===== config.mk =====
export PLATFORM = sky130hd
export DESIGN_NAME = prot_supervisor
export DESIGN_NICKNAME = d
export VERILOG_FILES = /design/src/rtl/sup_pkg.sv /design/src/rtl/sup_thermal_chan.sv /design/src/rtl/sup_uv_mon.sv /design/src/rtl/sup_link_watch.sv /design/src/rtl/prot_supervisor.sv
export SDC_FILE = /design/constraint.sdc
export NUM_CORES = 1
export LEC_CHECK = 0
export BUFFER_PORTS_ARGS = -buffer_cell sky130_fd_sc_hd__buf_2
export CORE_UTILIZATION = 33
export CTS_BUF_LIST = sky130_fd_sc_hd__clkbuf_8
export DETAILED_ROUTE_END_ITERATION = 8
export HOLD_SLACK_MARGIN = 0.08
export PLACE_DENSITY = 0.86
export SYNTH_ARGS = -nofsm -noshare
export SYNTH_HDL_FRONTEND = slang
export SYNTH_SLANG_ARGS = --single-unit

===== constraint.sdc =====
create_clock -name clk -period 1.53 [get_ports clk]
set_input_delay 0.153 -clock clk [delete_from_list [all_inputs] [get_ports clk]]
set_output_delay 0.153 -clock clk [all_outputs]
set_load 0.01 [all_outputs]

===== src/rtl/sup_pkg.sv =====
package sup_pkg;

    // Thermal latch state of one channel
    typedef enum logic {
        TH_COOL = 1'b0,
        TH_HOT  = 1'b1
    } therm_e;

    // Global cut-off reasons shared by all channels
    typedef struct packed {
        logic uv;
        logic link;
        logic unstable;
    } glob_cut_t;

    function automatic logic any_cut(input glob_cut_t c);
        return c.uv | c.link | c.unstable;
    endfunction

endpackage


===== src/rtl/sup_thermal_chan.sv =====
module sup_thermal_chan
    import sup_pkg::*;
#(
    parameter int              TW      = 8,
    parameter logic [TW-1:0]   T_TRIP  = 8'd135,
    parameter logic [TW-1:0]   T_REL   = 8'd125
) (
    input  logic          clk,
    input  logic          rst,
    input  logic [TW-1:0] temp,
    output logic          hot_d,
    output logic          hot_q
);

    therm_e st_q, st_d;

    always_comb begin
        st_d = st_q;
        if (temp > T_TRIP)
            st_d = TH_HOT;
        else if (temp <= T_REL)
            st_d = TH_COOL;
    end

    always_ff @(posedge clk) begin
        if (rst) st_q <= TH_COOL;
        else     st_q <= st_d;
    end

    assign hot_d = (st_d == TH_HOT);
    assign hot_q = (st_q == TH_HOT);

    AST_TRIP_ON_HOT: assert property (@(posedge clk) disable iff (rst)
        (temp > T_TRIP) |=> hot_q);
    AST_HOLD_IN_BAND: assert property (@(posedge clk) disable iff (rst)
        (hot_q && temp > T_REL) |=> hot_q);
    AST_RELEASE_COOL: assert property (@(posedge clk) disable iff (rst)
        (temp <= T_REL) |=> !hot_q);

endmodule


===== src/rtl/sup_uv_mon.sv =====
module sup_uv_mon #(
    parameter int            VW    = 8,
    parameter logic [VW-1:0] V_OFF = 8'd70,
    parameter logic [VW-1:0] V_ON  = 8'd110
) (
    input  logic          clk,
    input  logic          rst,
    input  logic [VW-1:0] vsup,
    output logic          uv_d,
    output logic          uv_q
);

    always_comb begin
        uv_d = uv_q;
        if (vsup < V_OFF)
            uv_d = 1'b1;
        else if (vsup >= V_ON)
            uv_d = 1'b0;
    end

    always_ff @(posedge clk) begin
        if (rst) uv_q <= 1'b1;
        else     uv_q <= uv_d;
    end

    AST_UV_SET: assert property (@(posedge clk) disable iff (rst)
        (vsup < V_OFF) |=> uv_q);
    AST_UV_STAYS_OK: assert property (@(posedge clk) disable iff (rst)
        (!uv_q && vsup >= V_OFF) |=> !uv_q);
    AST_UV_STAYS_LOW: assert property (@(posedge clk) disable iff (rst)
        (uv_q && vsup < V_ON) |=> uv_q);

endmodule


===== src/rtl/sup_link_watch.sv =====
module sup_link_watch #(
    parameter int LIMIT = 4
) (
    input  logic clk,
    input  logic rst,
    input  logic strobe,
    input  logic valid,
    output logic fail_d,
    output logic fail_q
);

    localparam int          CW    = $clog2(LIMIT + 1);
    localparam logic [CW-1:0] LIM_C = CW'(LIMIT);

    logic [CW-1:0] cnt_q, cnt_d;

    always_comb begin
        cnt_d = cnt_q;
        if (strobe) begin
            if (valid)
                cnt_d = '0;
            else if (cnt_q != LIM_C)
                cnt_d = cnt_q + 1'b1;
        end
    end

    always_ff @(posedge clk) begin
        if (rst) cnt_q <= '0;
        else     cnt_q <= cnt_d;
    end

    assign fail_d = (cnt_d == LIM_C);
    assign fail_q = (cnt_q == LIM_C);

    AST_CNT_BOUND: assert property (@(posedge clk) disable iff (rst)
        cnt_q <= LIM_C);
    AST_GOOD_CLEARS: assert property (@(posedge clk) disable iff (rst)
        (strobe && valid) |=> (cnt_q == '0));
    AST_IDLE_HOLDS: assert property (@(posedge clk) disable iff (rst)
        !strobe |=> $stable(cnt_q));

endmodule


===== src/rtl/prot_supervisor.sv =====
module prot_supervisor
    import sup_pkg::*;
#(
    parameter int                  NCH         = 8,
    parameter int                  TEMP_W      = 8,
    parameter int                  VSUP_W      = 8,
    parameter logic [TEMP_W-1:0]   HOT_TRIP    = 8'd135,
    parameter logic [TEMP_W-1:0]   HOT_RELEASE = 8'd125,
    parameter logic [VSUP_W-1:0]   UV_OFF      = 8'd70,
    parameter logic [VSUP_W-1:0]   UV_ON       = 8'd110,
    parameter int                  FAIL_LIMIT  = 4
) (
    input  logic                    clk,
    input  logic                    rst,
    input  logic [NCH-1:0]          cmd,
    input  logic [NCH*TEMP_W-1:0]   temp_bus,
    input  logic [VSUP_W-1:0]       vsup,
    input  logic                    link_strobe,
    input  logic                    link_valid,
    input  logic                    input_stable,
    output logic [NCH-1:0]          out_en,
    output logic                    diag_n
);

    logic [NCH-1:0] hot_d, hot_q;
    logic           uv_d, uv_q;
    logic           fail_d, fail_q;
    glob_cut_t      cut;

    for (genvar i = 0; i < NCH; i++) begin : g_ch
        sup_thermal_chan #(
            .TW     (TEMP_W),
            .T_TRIP (HOT_TRIP),
            .T_REL  (HOT_RELEASE)
        ) u_th (
            .clk   (clk),
            .rst   (rst),
            .temp  (temp_bus[i*TEMP_W +: TEMP_W]),
            .hot_d (hot_d[i]),
            .hot_q (hot_q[i])
        );
    end

    sup_uv_mon #(
        .VW    (VSUP_W),
        .V_OFF (UV_OFF),
        .V_ON  (UV_ON)
    ) u_uv (
        .clk  (clk),
        .rst  (rst),
        .vsup (vsup),
        .uv_d (uv_d),
        .uv_q (uv_q)
    );

    sup_link_watch #(
        .LIMIT (FAIL_LIMIT)
    ) u_link (
        .clk    (clk),
        .rst    (rst),
        .strobe (link_strobe),
        .valid  (link_valid),
        .fail_d (fail_d),
        .fail_q (fail_q)
    );

    always_comb begin
        cut.uv       = uv_d;
        cut.link     = fail_d;
        cut.unstable = ~input_stable;
    end

    always_ff @(posedge clk) begin
        if (rst) begin
            out_en <= '0;
            diag_n <= 1'b0;
        end else begin
            out_en <= any_cut(cut) ? '0 : (cmd & ~hot_d);
            diag_n <= ~((|hot_d) | uv_d);
        end
    end

    AST_DIAG_TRACKS: assert property (@(posedge clk) disable iff (rst)
        diag_n == !((|hot_q) || uv_q));
    AST_HOT_CUT: assert property (@(posedge clk) disable iff (rst)
        (out_en & hot_q) == '0);
    AST_UV_CUT: assert property (@(posedge clk) disable iff (rst)
        uv_q |-> (out_en == '0));
    AST_LINK_CUT: assert property (@(posedge clk) disable iff (rst)
        fail_q |-> (out_en == '0));
    AST_STABLE_GATE: assert property (@(posedge clk) disable iff (rst)
        !input_stable |=> (out_en == '0));
    AST_EN_NEEDS_CMD: assert property (@(posedge clk) disable iff (rst)
        1'b1 |=> ((out_en & ~$past(cmd)) == '0));

endmodule


==> out/metrics.yaml <==
outcome: "finished with violations"
violations: "negative setup slack"
max_slew_margin: 0.698
first_global_vias: 1172
fp-row-count: 19
multi_input_area_sq_um: 599
die_h_um: 56.2
ant_nets: 0
fin_nets: 293
worstPathRequired_ns: 1.74
ys.flop_type: "dfxtp_1"
globalplace.congestion: 0.684
synth.most_common_cell: "dfxtp_1"
grt_pass1_wl_mm: 4.46
die_w_um: 56.2
yosysTopAreaCellShare: 0.433
vias: 1200
gr-total-overflow: 0
synth_commonest_cells: "21 x dfxtp_1, 11 x nor2_1, 10 x nand4_1"
worstSetupStartpointType: "register"
ys_top_cells_by_area: "dfxtp_1 43%, nand4_1 6.4%, or4_1 6.2%, nand3_1 4.6%, and3_1 4.5%"
pin_count: 94
clk_latency_ns: 0.26
initial_core_util: 0.349
wl_per_cell_um: 11.6
tritoncts: "built"
setup_viol: 3
fin_ws_ns: -0.0125
synth_xor_area_frac: 0
synth-edff-count: 0
hpwl_mm: 2.12
ys_warn_count: 0
syn_nets: 197
cap_violations: 0
regArea_sq_um: 423
crit_fanout: 5
clk_pin_slew_ns: 0.07
synth-simple-area-share: 0.317
worstSetupEndpointType: "register"
worstSetupPathType: "register to register"
hold_class: "input pin to register"
syn2layout_area_growth_pct: 65.9
grt_max_degree: 13
dr.first_iter.drc_count: 22
fin_crit_ns: 1.54
ys_types: 24
fmaxAchievable_mhz: 648
synth_top_family_by_area: "simple AND/OR/NAND/NOR gates"
viasPerCell: 5.08
finalHoldViolCount: 0
finalPower_mw: 1.17
netlist_area_sq_um: 971
nFillCells: 272
yosys.area_share.adder: 0.0258
power.leakage_nw: 0.783
drv_slew: 0
drc_errors: 0
clockRootBuffer: "clkbuf_8"
clock_skew_ns: 0.00245
portBuffers: 84
diodes: 0
power_per_cell_area_nw_per_um2: 727
final_util: 0.579
rsz0062_at_grt: "true"
peakVddDrop_mv: 0.873
grt_util_all_layers: 0.180
synth-compound-area-share: 0.197
arrival_ns: 1.75
clk_path_buf_depth: 2
cts_buffers: 3
worst_pin_slew_ns: 0.449
syn_avg_cell_area_sq_um: 8.83
dp_slack_ns: -0.172
reg2reg_depth: 8
synth-async-reset-ratio: 0
antenna_found_initial: 0
min_period_over_period: 1.01
cts_max_level: 1
core_area_sq_um: 2780
synth_top_cell_by_area: "dfxtp_1"
cts.sinks: 21
drive_gt1_frac: 0.576
finalWirelength_mm: 2.74
synth_mux_area_frac: 0
syn-instance-count: 110
holdPathStages: 2
synth-seq-cells: 21
dieArea_sq_um: 3160
ys_seq_area_frac: 0.433
dr.pass1.iters: 4
layout by cell type (no fill, tap or decap), types with 2 or more instances in the layout:
master / count
clkbuf_8: 3
and3_1: 6
nor2_1: 11
nand4_1: 10
buf_4: 8
nand2_1: 2
buf_2: 84
a21oi_1: 3
o21a_1: 5
o21ai_0: 4
o21ai_1: 4
dfxtp_2: 2
inv_2: 3
o21a_2: 4
inv_1: 3
nand3_1: 9
or4_1: 8
dfxtp_1: 19
and3_4: 2
power by group:
group	switching, mW	total (mW)	internal, mW
logic	0.100	0.234	0.133
registers	0.0108	0.579	0.569
clock network	0.177	0.358	0.181
cell type report:
class	count	share of cell area
well taps	31	0.0241
clock buffers	3	0.0256
clock inverters	1	0.00311
repair buffers	92	0.298
inverters	6	0.0140
flip-flops and latches	21	0.263
multi-input cells	82	0.372
state kept, by name, indices dropped and copies added, names as in the netlist:
name	cells
g_ch.u_th.hot_q	8
out_en	8
u_link.cnt_q	3
diag_n	1
u_uv.uv_q	1
logic make-up after synthesis:
family | after synthesis
buffers and inverters | 7
AOI/OAI and AO/OA | 27
DFF | 21
adders and majority gates | 2
and+or+nand+nor | 53
layer usage:
metal,share of wire,routed length [um],GRT usage
met5,0,0,0
met4,0.0029,8,0.0348
met3,0.087,238,0.0674
met2,0.52,1420,0.345
met1,0.39,1070,0.183
what timing repair did:
item,4_1_cts,5_1_grt
gates resized for setup,12,6
pin swaps,5,6
endpoints found under the setup margin,8,8
setup buffers,3,1
hold buffers,0,0
critical path, cell delays in order, from the launching register on:
cell and delay, ns:
dfxtp_2 0.34, inv_2 0.06, ha_4 0.15, nand2_4 0.06, o21ai_2 0.16, a32oi_2 0.09, a311oi_4 0.29, buf_4 0.18
and3_4 0.16
per-stage QoR:
stage	hold slack (ns)	instances	area, sq um	TNS (ns)
2_1_floorplan	0.225	110	971	0
3_3_place_gp	0.378	228	1460	-0.704
3_5_place_dp	0.386	228	1460	-1.16
6_report	0.115	236	1610	-0.0172
4_1_cts	0.107	235	1580	-0.00961
5_1_grt	0.109	236	1610	-0.354
final timing paths:
path | slack, ns | to | start
worst max-delay path | -0.01 | out_en[4] | u_link.cnt_q[0]
worst min register to register | 0.62 | g_ch[0].u_th.hot_q | g_ch[0].u_th.hot_q
worst max register to register | -0.01 | out_en[4] | u_link.cnt_q[0]
worst min-delay path | 0.12 | out_en[1] | cmd[1]
Note: power is estimated with default switching activity, not from simulation.
